`config.mk`:
```
export PLATFORM = sky130hd
export DESIGN_NAME = oppt_search
export DESIGN_NICKNAME = d
export VERILOG_FILES = /design/src/rtl/oppt_pkg.sv /design/src/rtl/oppt_timer.sv /design/src/rtl/oppt_code_reg.sv /design/src/rtl/oppt_search.sv
export SDC_FILE = /design/constraint.sdc
export NUM_CORES = 1
export LEC_CHECK = 0
export BUFFER_PORTS_ARGS = -buffer_cell sky130_fd_sc_hd__buf_2
export CORE_MARGIN = 10
export CORE_UTILIZATION = 43
export CTS_CLUSTER_SIZE = 12
export DETAILED_ROUTE_END_ITERATION = 8
export PLACE_DENSITY_LB_ADDON = 0.15
export SETUP_SLACK_MARGIN = 0.3
export SLEW_MARGIN = 20
export SYNTH_ARGS = -nofsm -noshare
export SYNTH_HDL_FRONTEND = slang
export SYNTH_SLANG_ARGS = --single-unit
```
`constraint.sdc`:
```
create_clock -name clk -period 5.1 [get_ports clk]
set_clock_uncertainty 0.05 [all_clocks]
set_input_delay 1.02 -clock clk [delete_from_list [all_inputs] [get_ports clk]]
set_output_delay 1.02 -clock clk [all_outputs]
set_load 0.02 [all_outputs]
```
`src/rtl/oppt_pkg.sv`:
```
package oppt_pkg;

    localparam int unsigned NUM_AXES = 2;

    typedef enum logic [1:0] {
        ST_IDLE     = 2'd0,
        ST_WAIT_RDY = 2'd1,
        ST_WAIT_RES = 2'd2,
        ST_FINISH   = 2'd3
    } srch_state_e;

    typedef enum logic {
        AX_FREQ = 1'b0,
        AX_VOLT = 1'b1
    } axis_e;

    // one-cycle strobes leaving the controller
    typedef struct packed {
        logic relock;
        logic tstart;
        logic done;
        logic irq;
    } strobe_t;

    // final applied code: one step back from the last pass, floored at zero
    function automatic int unsigned guard_code(int unsigned good, logic good_vld);
        if (!good_vld || good == 0) return 0;
        return good - 1;
    endfunction

    function automatic int unsigned max_u(int unsigned a, int unsigned b);
        return (a > b) ? a : b;
    endfunction

endpackage

```
`src/rtl/oppt_timer.sv`:
```
module oppt_timer #(
    parameter int unsigned W = 8
) (
    input  logic         clk,
    input  logic         rst,
    input  logic         load_i,
    input  logic [W-1:0] load_val_i,
    output logic         fire_o
);

    logic [W-1:0] cnt_q;

    always_ff @(posedge clk) begin
        if (rst) begin
            cnt_q  <= '0;
            fire_o <= 1'b0;
        end else if (load_i) begin
            cnt_q  <= load_val_i;
            fire_o <= 1'b0;
        end else if (cnt_q != '0) begin
            cnt_q  <= cnt_q - 1'b1;
            fire_o <= (cnt_q == W'(1));
        end else begin
            fire_o <= 1'b0;
        end
    end


    fire_after_count_chk: assert property (@(posedge clk) disable iff (rst)
        fire_o |-> !$past(load_i));

endmodule

```
`src/rtl/oppt_code_reg.sv`:
```
module oppt_code_reg #(
    parameter int unsigned W = 3
) (
    input  logic         clk,
    input  logic         rst,
    input  logic         we_i,
    input  logic [W-1:0] d_i,
    output logic [W-1:0] q_o
);

    always_ff @(posedge clk) begin
        if (rst)       q_o <= '0;
        else if (we_i) q_o <= d_i;
    end

endmodule

```
`src/rtl/oppt_search.sv`:
```
module oppt_search
    import oppt_pkg::*;
#(
    parameter int unsigned NUM_CODES = 5,
    parameter int unsigned LOCK_CYC  = 64,
    parameter int unsigned TEST_CYC  = 4096,
    parameter int unsigned REEVAL_W  = 32,
    localparam int unsigned CODE_W   = (NUM_CODES > 1) ? $clog2(NUM_CODES) : 1
) (
    input  logic                clk,
    input  logic                rst,
    input  logic                start_i,
    input  logic                mode_i,
    input  logic [REEVAL_W-1:0] reeval_ivl_i,
    input  logic                pll_lock_i,
    input  logic                vid_ack_i,
    input  logic                test_done_i,
    input  logic                test_pass_i,
    output logic [CODE_W-1:0]   fcr_o,
    output logic [CODE_W-1:0]   vcr_o,
    output logic                pll_relock_o,
    output logic                vid_req_o,
    output logic                test_start_o,
    output logic                busy_o,
    output logic                done_o,
    output logic                err_o,
    output logic                recov_irq_o,
    output logic                reeval_due_o
);

    localparam int unsigned WD_MAX = max_u(LOCK_CYC, TEST_CYC);
    localparam int unsigned WD_W   = $clog2(WD_MAX + 1);
    localparam logic [CODE_W-1:0] TOP_CODE = CODE_W'(NUM_CODES - 1);

    srch_state_e st_q, st_d;
    axis_e       axis_q, axis_d;
    logic [CODE_W-1:0] good_q, good_d;
    logic        good_vld_q, good_vld_d;
    logic        err_q, err_d;
    logic        vid_req_q, vid_req_d;
    strobe_t     stb_q, stb_d;

    logic [CODE_W-1:0] code_q [NUM_AXES];
    logic [CODE_W-1:0] cur_code, restore_val, wr_val;
    logic        wr_en;
    axis_e       wr_axis;
    logic        wd_load, wd_fire, rc_load, rc_fire, hang, ready;
    logic [WD_W-1:0]     wd_val;
    logic [REEVAL_W-1:0] rc_val;

    // per-axis control registers
    for (genvar a = 0; a < NUM_AXES; a++) begin : g_axis
        oppt_code_reg #(.W(CODE_W)) u_reg (
            .clk  (clk),
            .rst  (rst),
            .we_i (wr_en && (int'(wr_axis) == a)),
            .d_i  (wr_val),
            .q_o  (code_q[a])
        );
    end

    oppt_timer #(.W(WD_W)) u_wdog (
        .clk        (clk),
        .rst        (rst),
        .load_i     (wd_load),
        .load_val_i (wd_val),
        .fire_o     (wd_fire)
    );

    oppt_timer #(.W(REEVAL_W)) u_reeval (
        .clk        (clk),
        .rst        (rst),
        .load_i     (rc_load),
        .load_val_i (rc_val),
        .fire_o     (rc_fire)
    );

    assign cur_code    = code_q[axis_q];
    assign restore_val = good_vld_q ? good_q : '0;
    assign ready       = (axis_q == AX_FREQ) ? (pll_lock_i && !stb_q.relock) : !vid_req_q;

    always_comb begin
        st_d       = st_q;
        axis_d     = axis_q;
        good_d     = good_q;
        good_vld_d = good_vld_q;
        err_d      = err_q;
        stb_d      = '0;
        wr_en      = 1'b0;
        wr_axis    = axis_q;
        wr_val     = cur_code;
        wd_load    = 1'b0;
        wd_val     = WD_W'(LOCK_CYC);
        rc_load    = 1'b0;
        rc_val     = reeval_ivl_i;
        hang       = 1'b0;

        unique case (st_q)
            ST_IDLE: begin
                if (start_i) begin
                    axis_d     = axis_e'(mode_i);
                    wr_en      = 1'b1;
                    wr_axis    = axis_e'(mode_i);
                    wr_val     = '0;
                    good_vld_d = 1'b0;
                    err_d      = 1'b0;
                    wd_load    = 1'b1;
                    rc_load    = 1'b1;
                    rc_val     = '0;
                    st_d       = ST_WAIT_RDY;
                end
            end
            ST_WAIT_RDY: begin
                if (ready) begin
                    stb_d.tstart = 1'b1;
                    wd_load      = 1'b1;
                    wd_val       = WD_W'(TEST_CYC);
                    st_d         = ST_WAIT_RES;
                end else if (wd_fire) begin
                    hang = 1'b1;
                end
            end
            ST_WAIT_RES: begin
                if (test_done_i) begin
                    if (test_pass_i) begin
                        good_d     = cur_code;
                        good_vld_d = 1'b1;
                        if (cur_code == TOP_CODE) begin
                            st_d = ST_FINISH;
                        end else begin
                            wr_en   = 1'b1;
                            wr_val  = cur_code + 1'b1;
                            wd_load = 1'b1;
                            st_d    = ST_WAIT_RDY;
                        end
                    end else begin
                        wr_en  = 1'b1;
                        wr_val = restore_val;
                        st_d   = ST_FINISH;
                    end
                end else if (wd_fire) begin
                    hang = 1'b1;
                end
            end
            ST_FINISH: begin
                wr_en      = 1'b1;
                wr_val     = CODE_W'(guard_code(32'(good_q), good_vld_q));
                err_d      = !good_vld_q;
                stb_d.done = 1'b1;
                rc_load    = 1'b1;
                st_d       = ST_IDLE;
            end
            default: st_d = ST_IDLE;
        endcase

        if (hang) begin
            wr_en     = 1'b1;
            wr_val    = restore_val;
            stb_d.irq = 1'b1;
            st_d      = ST_FINISH;
        end

        stb_d.relock = wr_en && (wr_axis == AX_FREQ) && (wr_val != code_q[0]);

        if (wr_en && (wr_axis == AX_VOLT) && (wr_val != code_q[1])) vid_req_d = 1'b1;
        else if (vid_req_q && vid_ack_i)                             vid_req_d = 1'b0;
        else                                                         vid_req_d = vid_req_q;
    end

    always_ff @(posedge clk) begin
        if (rst) begin
            st_q       <= ST_IDLE;
            axis_q     <= AX_FREQ;
            good_q     <= '0;
            good_vld_q <= 1'b0;
            err_q      <= 1'b0;
            vid_req_q  <= 1'b0;
            stb_q      <= '0;
        end else begin
            st_q       <= st_d;
            axis_q     <= axis_d;
            good_q     <= good_d;
            good_vld_q <= good_vld_d;
            err_q      <= err_d;
            vid_req_q  <= vid_req_d;
            stb_q      <= stb_d;
        end
    end

    assign fcr_o        = code_q[0];
    assign vcr_o        = code_q[1];
    assign pll_relock_o = stb_q.relock;
    assign vid_req_o    = vid_req_q;
    assign test_start_o = stb_q.tstart;
    assign busy_o       = (st_q != ST_IDLE);
    assign done_o       = stb_q.done;
    assign err_o        = err_q;
    assign recov_irq_o  = stb_q.irq;
    assign reeval_due_o = rc_fire;


    lock_before_test_chk: assert property (@(posedge clk) disable iff (rst)
        (test_start_o && axis_q == AX_FREQ) |-> $past(pll_lock_i));


    cmd_clear_before_test_chk: assert property (@(posedge clk) disable iff (rst)
        (test_start_o && axis_q == AX_VOLT) |-> !$past(vid_req_o));


    idle_axis_stable_chk: assert property (@(posedge clk) disable iff (rst)
        (busy_o && axis_q == AX_FREQ) |=> $stable(vcr_o));


    single_step_chk: assert property (@(posedge clk) disable iff (rst)
        (busy_o && $past(busy_o) && (fcr_o > $past(fcr_o))) |-> (fcr_o == $past(fcr_o) + 1'b1));


    irq_needs_expiry_chk: assert property (@(posedge clk) disable iff (rst)
        recov_irq_o |-> ($past(wd_fire) && $past(busy_o)));


    due_when_idle_chk: assert property (@(posedge clk) disable iff (rst)
        reeval_due_o |-> !busy_o);

endmodule

```
==> impl_metrics.ini <==
[run_status]
run_status = complete, no violations

[worst_setup_path]
cp_top_family = multiplexers
r2r_slack_ns = 2.17
crit_fanout = 6
cp.depth = 9
start_kind = flop
slowest_stage = mux2i_1
cp.arrival_ns = 3.10
cp_num_buf_inv = 1
path_class = flop to flop
r2r_cells = 9
required_ns = 5.27
crit_path_max_incr_delay_ns = 0.51
worstPathCellList = mux2i_1 > inv_1 > ha_1 > and3b_1 > mux2i_1 > a211oi_1 > mux2i_1 > xor2_1 > o41a_1
critPathMostFrequentCell = mux2i_1
end_kind = flop

[global_route]
grt_pass1_wl_um = 17170
antenna_found_initial = 0
grt.overflow.total = 0
grt_usage_pct = 15.58
grt_pass1_vias = 3646
grt_max_degree = 40

[logic_synthesis]
synthArstFlopShare_pct = 0
ys_ff_latch = 66
synth_cell_types = 61
synthAdderAreaFrac_pct = 3.911
synthMuxAreaShare_pct = 3.227
synthSimpleGateAreaFrac_pct = 28.23
ys.flop_type = dfxtp_1
synth_xor_area_share_pct = 4.791
yosysSeqAreaShare_pct = 34.42
netlist_area_um2 = 3839
yosysWarningCount = 0
synth-compound-area-share_pct = 21.35
synth_fp_nets = 531
synth_edf_count = 0
synth_top_family_by_area = simple AND/OR/NAND/NOR gates
syn_area_per_cell_um2 = 8.014
synthesis.instances = 479

[sta]
period_needed_ns = 2.930
setup_violations = 0
hold_viol = 0
drv_slew = 0
fin_crit_sh_pct = 57.45
hold_slack_ns = 0.4510
tns_ns = 0
relSlewSlack_pct = 46.54
worst_slew_pin_slew_ns = 0.7946
max_freq_ghz = 0.3413
rsz0062_at_grt = false

[cts]
insertion_delay_ns = 0.34
hold_buffers = 0
htreeDepth = 3
cts_resized = 0
cts-root-buf = clkbuf_8
cts.sinks = 66
clockBufferDepth = 2
tritoncts = built
post_cts_buffers = 0
cts_buffers = 9
clk_pin_slew_worst_paths_ns = 0.07

[cells_and_area]
syn_to_final_growth_pct = 13.14
drive_above_1_share_pct = 16.54
fin_util_pct = 49.80
nNetsFinal = 574
layout.cells.non_filler = 634
multi_input_area_um2 = 2361
final_common_cell = nor2_1
n_antenna_cell = 0
num-fill-cells = 839
regArea_um2 = 1321
layout_common_cells = nor2_1 (74), dfxtp_1 (66), buf_2 (53)

[place]
globalplace.congestion = 0.8800
hpwl_um = 7421
io_buffers = 53
place_inst = 619

[detailed_routing]
drtIter0Drc = 270
drcViolationCount = 0
wl_um = 10360
final_antenna_net_count = 0
vias_per_cell = 5.950
wl_per_cell_um = 16.34
route.vias.total = 3772
dr.pass1.iters = 6

[min_path]
hold_path_class = flop to flop
holdPathStages = 2

[floorplanning]
rows = 34
fp.dieH_um = 114.5
coreArea_um2 = 8721
ios = 54
start_util_pct = 44.02
die_w_um = 114.5
design.die.area_um2 = 13110

[pwr]
p_clk_share_pct = 15.6
ir_drop_uv = 210.7
seqPwrFrac_pct = 29.5
intPower_mw = 1.472
powerDensity_nw_per_um2 = 633.0
p_sw_share_pct = 46.47
leakage_nw = 1.834
power.switching_mw = 1.278
finalPower_mw = 2.749
pwr-share-comb_pct = 54.9

[run]
drv_cap = 0
-- through the flow --
stage          setup slack, ns  cell area [um2]
6_report                 2.170             4343
5_1_grt                  1.974             4343
4_1_cts                  2.202             4343
3_5_place_dp             2.049             4158
3_3_place_gp             2.154             4158
2_1_floorplan            2.406             3839
-- routing by layer --
layer  GRT usage [%]  wire, um  share of wire, %
met5               0         0                 0
met4           5.347       170               1.6
met3           3.040       537               5.2
met2           26.27      4889                47
met1           19.24      4765                46
-- area by class of cell --
class / count / area share [%]
Clock buffer: 12 / 3.342
Clock inverter: 3 / 0.9219
Inverter: 16 / 1.383
Multi-Input combinational cell: 374 / 54.36
Sequential cell: 66 / 30.42
Tap cell: 108 / 3.112
Timing Repair Buffer: 55 / 6.453
-- worst min-delay path: stages, from the launching register on --
cell     delay [ns]
dfxtp_1        0.34
a32oi_1        0.06
nor2_1         0.07
-- power by group through the flow --
| stage | clock [mW] | sequential, mW | combinational, mW |
|---|---|---|---|
| final | 0.429 | 0.810 | 1.51 |
| after global routing | 0.460 | 0.831 | 1.70 |
| after CTS | 0.438 | 0.806 | 1.51 |
| after detailed placement | 0 | 0.816 | 1.50 |
| after global placement | 0 | 0.814 | 1.49 |
| after floorplan | 0 | 0.780 | 1.20 |
-- cell families after synthesis --
family,Yosys count
XOR/XNOR,21
flip-flops,66
buffers and inverters,39
multiplexers,12
AO/OA/AOI/OAI,121
AND/OR/NAND/NOR,208
adder cells (fa/ha/maj),12
-- registers in the layout, indices dropped and copies added, names as in the netlist --
name              cells
vid_req_o             1
g_axis.u_reg.q_o      6
err_o                 1
pll_relock_o          1
u_wdog.cnt_q         13
good_q                3
st_q                  2
u_reeval.cnt_q       32
test_start_o          1
done_o                1
axis_q                1
u_wdog.fire_o         1
good_vld_q            1
u_reeval.fire_o       1
recov_irq_o           1
-- synthesized netlist by cell type, drive strengths merged (3+ instances only) --
cell type | n | area share [%]
a211oi | 11 | 2.2
o31ai | 3 | 0.59
or2 | 8 | 1.4
buf | 7 | 0.95
a22o | 4 | 0.91
xor2 | 15 | 3.4
and3 | 5 | 0.81
o311ai | 7 | 1.6
mux2i | 12 | 3.2
nand4 | 7 | 1.3
xnor2 | 6 | 1.4
nand3 | 16 | 2.2
a31oi | 12 | 2.0
or4 | 7 | 1.6
nand2 | 34 | 3.3
nor3 | 14 | 2.1
nor2 | 74 | 7.2
nor2b | 3 | 0.49
inv | 16 | 1.6
a21oi | 25 | 3.3
ha | 12 | 3.9
a22oi | 6 | 1.2
o21ai | 22 | 2.9
nor4 | 12 | 2.3
o211ai | 4 | 0.78
clkbuf | 16 | 1.6
a32oi | 11 | 2.5
dfxtp | 66 | 34
or3 | 10 | 1.8
nand2b | 5 | 0.81
o21bai | 3 | 0.59
-- path summary, 6_finish.rpt --
check              end    from
max          vid_req_o  axis_q
min              err_o   err_o
max reg2reg  vid_req_o  axis_q
min reg2reg      err_o   err_o
No activity file was read; power rests on OpenSTA's default activity.
